`config.mk`:
```
export PLATFORM = sky130hd
export DESIGN_NAME = pcfg_regbank
export DESIGN_NICKNAME = d
export VERILOG_FILES = /design/src/rtl/pcfg_pkg.sv /design/src/rtl/pcfg_wmreg.sv /design/src/rtl/pcfg_rise_pulse.sv /design/src/rtl/pcfg_sample_reg.sv /design/src/rtl/pcfg_regbank.sv
export SDC_FILE = /design/constraint.sdc
export NUM_CORES = 1
export LEC_CHECK = 0
export BUFFER_PORTS_ARGS = -buffer_cell sky130_fd_sc_hd__buf_2
export CAP_MARGIN = 15
export CORE_MARGIN = 8
export CORE_UTILIZATION = 41
export DETAILED_ROUTE_END_ITERATION = 7
export PLACE_DENSITY = 0.84
export SYNTH_ARGS = -nofsm -noshare
export SYNTH_HDL_FRONTEND = slang
export SYNTH_SLANG_ARGS = --single-unit
```
`constraint.sdc`:
```
create_clock -name clk -period 4.9 [get_ports clk]
set_input_delay 0.49 -clock clk [delete_from_list [all_inputs] [get_ports clk]]
set_output_delay 0.49 -clock clk [all_outputs]
set_load 0.01 [all_outputs]
```
`src/rtl/pcfg_pkg.sv`:
```
package pcfg_pkg;

  localparam int BUS_W  = 32;
  localparam int HALF_W = BUS_W / 2;
  localparam int ADDR_W = 8;

  localparam logic [ADDR_W-1:0] OFF_LANE = 8'h00;
  localparam logic [ADDR_W-1:0] OFF_CFG  = 8'h04;
  localparam logic [ADDR_W-1:0] OFF_STAT = 8'h08;

  typedef enum logic [1:0] {
    SEL_NONE,
    SEL_LANE,
    SEL_CFG,
    SEL_STAT
  } reg_sel_e;

  function automatic reg_sel_e decode_addr(input logic [ADDR_W-1:0] a);
    reg_sel_e s;
    case (a)
      OFF_LANE: s = SEL_LANE;
      OFF_CFG:  s = SEL_CFG;
      OFF_STAT: s = SEL_STAT;
      default:  s = SEL_NONE;
    endcase
    return s;
  endfunction

endpackage

```
`src/rtl/pcfg_wmreg.sv`:
```
module pcfg_wmreg #(
  parameter int           W   = 4,
  parameter logic [W-1:0] RST = '0
) (
  input  logic         clk,
  input  logic         rst_n,
  input  logic         we,
  input  logic [W-1:0] d,
  input  logic [W-1:0] m,
  output logic [W-1:0] q
);

  logic [W-1:0] q_r;
  logic [W-1:0] q_nxt;
  logic         en;

  assign en = we & (|m);

  genvar i;
  generate
    for (i = 0; i < W; i++) begin : g_bit
      assign q_nxt[i] = m[i] ? d[i] : q_r[i];
    end
  endgenerate

  always_ff @(posedge clk or negedge rst_n) begin
    if (!rst_n) begin
      q_r <= RST;
    end else if (en) begin
      q_r <= q_nxt;
    end
  end

  assign q = q_r;

endmodule

```
`src/rtl/pcfg_rise_pulse.sv`:
```
module pcfg_rise_pulse (
  input  logic clk,
  input  logic rst_n,
  input  logic level,
  output logic pulse
);

  logic level_q;
  logic level_nxt;

  assign level_nxt = level;

  always_ff @(posedge clk or negedge rst_n) begin
    if (!rst_n) begin
      level_q <= 1'b0;
    end else begin
      level_q <= level_nxt;
    end
  end

  assign pulse = level & ~level_q;

endmodule

```
`src/rtl/pcfg_sample_reg.sv`:
```
module pcfg_sample_reg #(
  parameter int W = 4
) (
  input  logic         clk,
  input  logic         rst_n,
  input  logic [W-1:0] d,
  output logic [W-1:0] q
);

  logic [W-1:0] q_r;
  logic [W-1:0] q_nxt;

  assign q_nxt = d;

  always_ff @(posedge clk or negedge rst_n) begin
    if (!rst_n) begin
      q_r <= '0;
    end else begin
      q_r <= q_nxt;
    end
  end

  assign q = q_r;

endmodule

```
`src/rtl/pcfg_regbank.sv`:
```
module pcfg_regbank
  import pcfg_pkg::*;
#(
  parameter int NUM_LANES = 4,
  parameter int IDLE_LSB  = 3,
  parameter int CFG_AW    = 6,
  parameter int CFG_DW    = 4,
  parameter int STAT_LSB  = 8
) (
  input  logic                 clk,
  input  logic                 rst_n,
  input  logic [ADDR_W-1:0]    bus_addr,
  input  logic [BUS_W-1:0]     bus_wdata,
  input  logic                 bus_we,
  output logic [BUS_W-1:0]     bus_rdata,
  output logic [CFG_AW-1:0]    cfg_addr,
  output logic [CFG_DW-1:0]    cfg_wdata,
  output logic                 cfg_wr,
  input  logic [CFG_DW-1:0]    cfg_rdata,
  output logic [NUM_LANES-1:0] lane_idle
);

  localparam int CFG_STB_BIT  = 0;
  localparam int CFG_ADDR_LSB = CFG_STB_BIT + 1;
  localparam int CFG_DATA_LSB = CFG_ADDR_LSB + CFG_AW;
  localparam int CFG_W        = CFG_DATA_LSB + CFG_DW;
  localparam logic [NUM_LANES-1:0] LANE_RST = '1;

  reg_sel_e              sel;
  logic                  lane_we;
  logic                  cfg_we;
  logic [NUM_LANES-1:0]  lane_q;
  logic [CFG_W-1:0]      cfg_q;
  logic [CFG_DW-1:0]     stat_q;
  logic [BUS_W-1:0]      rd_nxt;
  logic [BUS_W-1:0]      unused_wdata;

  assign sel     = decode_addr(bus_addr);
  assign lane_we = bus_we && (sel == SEL_LANE);
  assign cfg_we  = bus_we && (sel == SEL_CFG);

  assign unused_wdata = bus_wdata;

  pcfg_wmreg #(
    .W   (NUM_LANES),
    .RST (LANE_RST)
  ) u_lane_reg (
    .clk   (clk),
    .rst_n (rst_n),
    .we    (lane_we),
    .d     (bus_wdata[IDLE_LSB +: NUM_LANES]),
    .m     (bus_wdata[HALF_W + IDLE_LSB +: NUM_LANES]),
    .q     (lane_q)
  );

  pcfg_wmreg #(
    .W   (CFG_W),
    .RST ('0)
  ) u_cfg_reg (
    .clk   (clk),
    .rst_n (rst_n),
    .we    (cfg_we),
    .d     (bus_wdata[CFG_W-1:0]),
    .m     (bus_wdata[HALF_W +: CFG_W]),
    .q     (cfg_q)
  );

  pcfg_rise_pulse u_stb_edge (
    .clk   (clk),
    .rst_n (rst_n),
    .level (cfg_q[CFG_STB_BIT]),
    .pulse (cfg_wr)
  );

  pcfg_sample_reg #(
    .W (CFG_DW)
  ) u_stat_reg (
    .clk   (clk),
    .rst_n (rst_n),
    .d     (cfg_rdata),
    .q     (stat_q)
  );

  assign cfg_addr  = cfg_q[CFG_ADDR_LSB +: CFG_AW];
  assign cfg_wdata = cfg_q[CFG_DATA_LSB +: CFG_DW];
  assign lane_idle = lane_q;

  always_comb begin
    rd_nxt = '0;
    case (sel)
      SEL_LANE: rd_nxt[IDLE_LSB +: NUM_LANES] = lane_q;
      SEL_CFG:  rd_nxt[CFG_W-1:0]             = cfg_q;
      SEL_STAT: rd_nxt[STAT_LSB +: CFG_DW]    = stat_q;
      default:  rd_nxt = '0;
    endcase
  end

  assign bus_rdata = rd_nxt;

endmodule

```
# --- Word level (Yosys, flattened, before mapping) ---
# Cells that the tools add are included.
# Widths: inputs -> output; s select.
totals:
  memories: 0
  reg_bits: 20
  latchBits: 0
  in_bits: 47
  word_cells: 52
  ram_bits: 0
  rom_bits: 0
  output_inout_bits: 47
op_classes:
  addsub: 0
  muxes: 6
  mul: 0
  magnitude_cmp: 0
  eq_ne: 5
  bitwise_logic: 4
  n_shift: 0
  n_reduce_logical: 20
  div_mod_pow: 0
op_table:
  columns: ["cell", "n"]
  rows:
  - ["$reduce_and 2->1", 15]
  - ["$reduce_or 11->1", 1]
  - ["$eq 8x3->1 const B", 1]
  - ["$eq 8x4->1 const B", 1]
  - ["$logic_not 8->1", 1]
  - ["$pmux 4 s2", 1]
  - ["$pmux 2 s3", 1]
  - ["$pmux 3 s2", 1]
  - ["$eq 2x2->1 const B", 2]
  - ["$reduce_or 4->1", 1]
  - ["$and 1x1->1", 3]
  - ["$mux 3", 1]
  - ["$eq 2x1->1 const B", 1]
  - ["$logic_and 1x1->1", 2]
  - ["$mux 1", 2]
  - ["$not 1->1", 1]

# --- Logic depth before layout (Yosys ltp) ---
depth:
  word_depth: 6
  mapped_depth: 7
  ltp_nobuf: 5

# --- Hierarchy ---
# A second synthesis with hierarchy kept.
hier_totals:
  cells_unflattened: 107
  hier_area_um2: 1187.4
modules_own_cells:
  columns: ["mod", "area_per_inst_um2", "cells_per_inst", "n_inst", "seq_area_each_um2"]
  rows:
  - ["pcfg_wmreg at u_cfg_reg", 489.2, 34, 1, 275.3]
  - ["pcfg_regbank", 379.1, 55, 1, 0.0]
  - ["pcfg_wmreg at u_lane_reg", 180.2, 12, 1, 105.1]
  - ["pcfg_sample_reg", 100.1, 4, 1, 100.1]
  - ["pcfg_rise_pulse", 38.8, 2, 1, 25.0]

# --- Worst setup path after synthesis ---
# No wires, ideal clock.
synth_path:
  path_type: "input -> output"
  from: "in bus_addr[1]"
  to: "out bus_rdata[8]"
  t_required_ns: 4.410
  arrival_ns: 2.374
  cell_stages: 7
  slack_ns: 2.036
  cell_sequence: "or4_1 -> buf_2 -> nor3_1 -> ha_1 -> clkbuf_1 -> a22oi_1 -> nor4_1"
synth_between:
  elab_chain_cells: 4
  word_cells_on_any_way: 7
  cone_classes: "4 x eq/ne; 2 x mux; 1 x reduce/logical"
synth_lines:
  columns: ["element", "line", "source"]
  rows:
  - ["start: declaration", "pcfg_regbank.sv:12", "input logic [ADDR_W-1:0] bus_addr,"]
  - ["$eq 8x4->1, or another cell as far along", "pcfg_pkg.sv:20", "case (a)"]
  - ["$pmux 2 s3 (*)", "pcfg_pkg.sv:20", null]
  - ["$eq 2x2->1", "pcfg_regbank.sv:90", "case (sel)"]
  - ["$pmux 3 s2 (*)", "pcfg_regbank.sv:90", null]
  - ["end: declaration", "pcfg_regbank.sv:15", "output logic [BUS_W-1:0] bus_rdata,"]
# Mark *: on every way between the ends. The rest lies on a longest branch, timed or not.

# --- Final worst setup path ---
# Same ends and word-level chain as after synthesis.

==> flow_summary.toml <==
[cells_and_area]
seq_area_sq_um = 505
n_fill_cell = 269
drive_gt1_frac = 0.473
antennaDiodeCount = 0
final_net_count = 218
stdcell_area_sq_um = 1420
syn2layout_area_growth_pct = 25.4
multiInputGateArea_sq_um = 526

[clock_network]
cts_tree = "built"
clkSinkCount = 20
ctsResizeCount = 0
cts.clk_slew.worst_paths_ps = 110
cts_hold_buf = 0
cts-htree-levels = 1
root_buffer = "clkbuf_4"
clk_latency_ps = 290
cts_setup_buffers = 0
numCtsBuffers = 3
cts_buffer_depth = 2

[place]
place_hpwl_um = 2360
io_buffers = 63
placed_cell_area_sq_um = 1390
gp_congestion = 0.676

[routing]
remaining_drc_errors = 0
via_per_inst = 4.89
wirelength_um = 2840
firstDrtPassIters = 4
wl_per_cell_um = 14.4
dr_total_vias = 968
drt-initial-drc-count = 20
drtAntennaViolNets = 0

[global_routing]
grt_pass1_vias = 968
gr-total-overflow = 0
grt_max_degree = 23
grtUsageTotal = 0.121
grt_pass1_wl_um = 4340
antenna_found_initial = 0

[logic_synthesis]
synth_seq_area_share = 0.446
post-synth-top-area-cell = "dfrtp_1"
syn_area_per_cell_sq_um = 10.6
synth_top_family_by_area = "simple AND/OR/NAND/NOR gates"
synth_seq_cells = 20
netlist_area_sq_um = 1130
yosysTopAreaCellShare = 0.353
synthSimpleGateAreaFrac = 0.161
synth.most_common_cell = "buf_4"
synth_commonest_cells = "buf_4, dfrtp_1, nand3_1"
synth_xor_area_frac = 0.00773
synth_mux_area_frac = 0.149
synth-compound-area-share = 0.0464
synthArstFlopShare = 1.00
synth_cell_types = 20
netlist_instances = 107
synth-main-ff-cell = "dfrtp_1"
synthAdderAreaFrac = 0.0331
synth_area_leaders = "dfrtp_1, buf_4, dfstp_2"
ys_warn_count = 0
synth_edf_count = 0

[timing]
skew_ps = 0.0304
drv_slew = 0
max_freq_mhz = 297
final.setup.tns_ps = 0
finalCritPeriodShare = 0.687
finalHoldViolCount = 0
worstMarginPinSlew_ps = 724
setup_viol = 0
slew_headroom = 0.517
fin_crit_ps = 3360
rsz0062_at_grt = "false"

[worst_setup_path]
critPathLaunchType = "primary input"
r2r-end = "u_cfg_reg.q[10]"
worstSetupPathType = "primary input to output pin"
r2r_start = "u_cfg_reg.q[10]"
critPathArrivalTime_ps = 2870
worstSetupEndpointType = "output pin"
cp_data_required_time_ps = 4410
cp_max_fo = 22
rrSetupSlack_ps = 4060
reg2reg_depth = 1

[status]
status = "finished, final reports clean"

[floorplanning]
die_w_um = 68.6
coreArea_sq_um = 2690
rows = 19
start_util = 0.422
io_pins = 94
die-area_sq_um = 4700
die_h_um = 68.6

[power]
powerDensity_nw_per_um2 = 224
leakagePower_nw = 0.779
peakVddDrop_v = 0.000186

[hold_path]
hp-class = "primary input to async pin"

[flow_run]
max-cap-violations = 0
[worst max-delay path by stage]
stage | cells after the start | start | slack [ps] | end
after global placement | 7 | bus_addr[1] | 1560 | bus_rdata[8]
after global routing | 7 | bus_addr[1] | 1320 | bus_rdata[8]
after detailed placement | 7 | bus_addr[1] | 1500 | bus_rdata[8]
after floorplan | 7 | bus_addr[1] | 2040 | bus_rdata[8]
final | 7 | bus_addr[1] | 1540 | bus_rdata[8]
after CTS | 7 | bus_addr[1] | 1490 | bus_rdata[8]
[state kept, by name (all words and copies together), names as in the netlist]
signal / count
u_cfg_reg.q: 11
u_lane_reg.q: 4
u_stat_reg.q: 4
u_stb_edge.level_q: 1
[layout make-up]
class | count | area share
clock buffers | 4 | 0.0255
multi-input cells | 80 | 0.370
flip-flops and latches | 20 | 0.356
well taps | 31 | 0.0273
repair buffers | 63 | 0.222
[where the power goes]
part            total, W  leakage (nW)  switching [W]  internal (W)
logic          0.0000466         0.505      0.0000269     0.0000197
clock network  0.0000928        0.0210      0.0000475     0.0000453
registers       0.000180         0.253     0.00000509      0.000175
total           0.000319         0.779      0.0000794      0.000240
[layer usage]
layer  share of wire  GRT usage  up-vias  wire length (um)
li1                -          -      457                 -
met1            0.38      0.136      446              1080
met2            0.43      0.188       61              1220
met3            0.18     0.0614        4               500
met4           0.014     0.0537        0                39
met5               0          0        -                 0
[worst max-delay path, stage by stage]
cell     delay, ps
buf_2           90
or4_1          640
nor3_1         310
ha_1           680
a22oi_1        220
nor4_1         240
buf_2          190
[per-stage QoR]
step                      total power, W  setup slack (ps)  hold WS, ps   util  std cells
after floorplan                 0.000214              2040          194      -        126
after global placement          0.000228              1560          393  0.516        194
after detailed placement        0.000229              1500          400  0.516        194
after CTS                       0.000322              1490          124  0.529        198
after global routing            0.000337              1320          122  0.529        198
final                           0.000319              1540          116  0.529        198
[cell families (layout without fill, tap and decap cells)]
group	Yosys count	count (layout)
adder cells (fa/ha/maj)	3	3
buffers and inverters	26	67
multiplexers	15	15
XOR/XNOR	1	1
flip-flops	20	20
AND/OR/NAND/NOR	34	34
other	1	20
AO/OA/AOI/OAI	7	7
[cells in the final DEF, fill, tap and decap left out, types with 3 or more instances in the layout]
cell,count
a22oi_1,7
and2_1,5
buf_2,63
clkbuf_4,3
conb_1,20
dfrtp_1,16
dfstp_2,4
ha_1,3
mux2_1,8
mux2_2,7
nand3_1,15
nor2_1,4
nor4_1,3
Note: power is estimated with default switching activity, not from simulation.
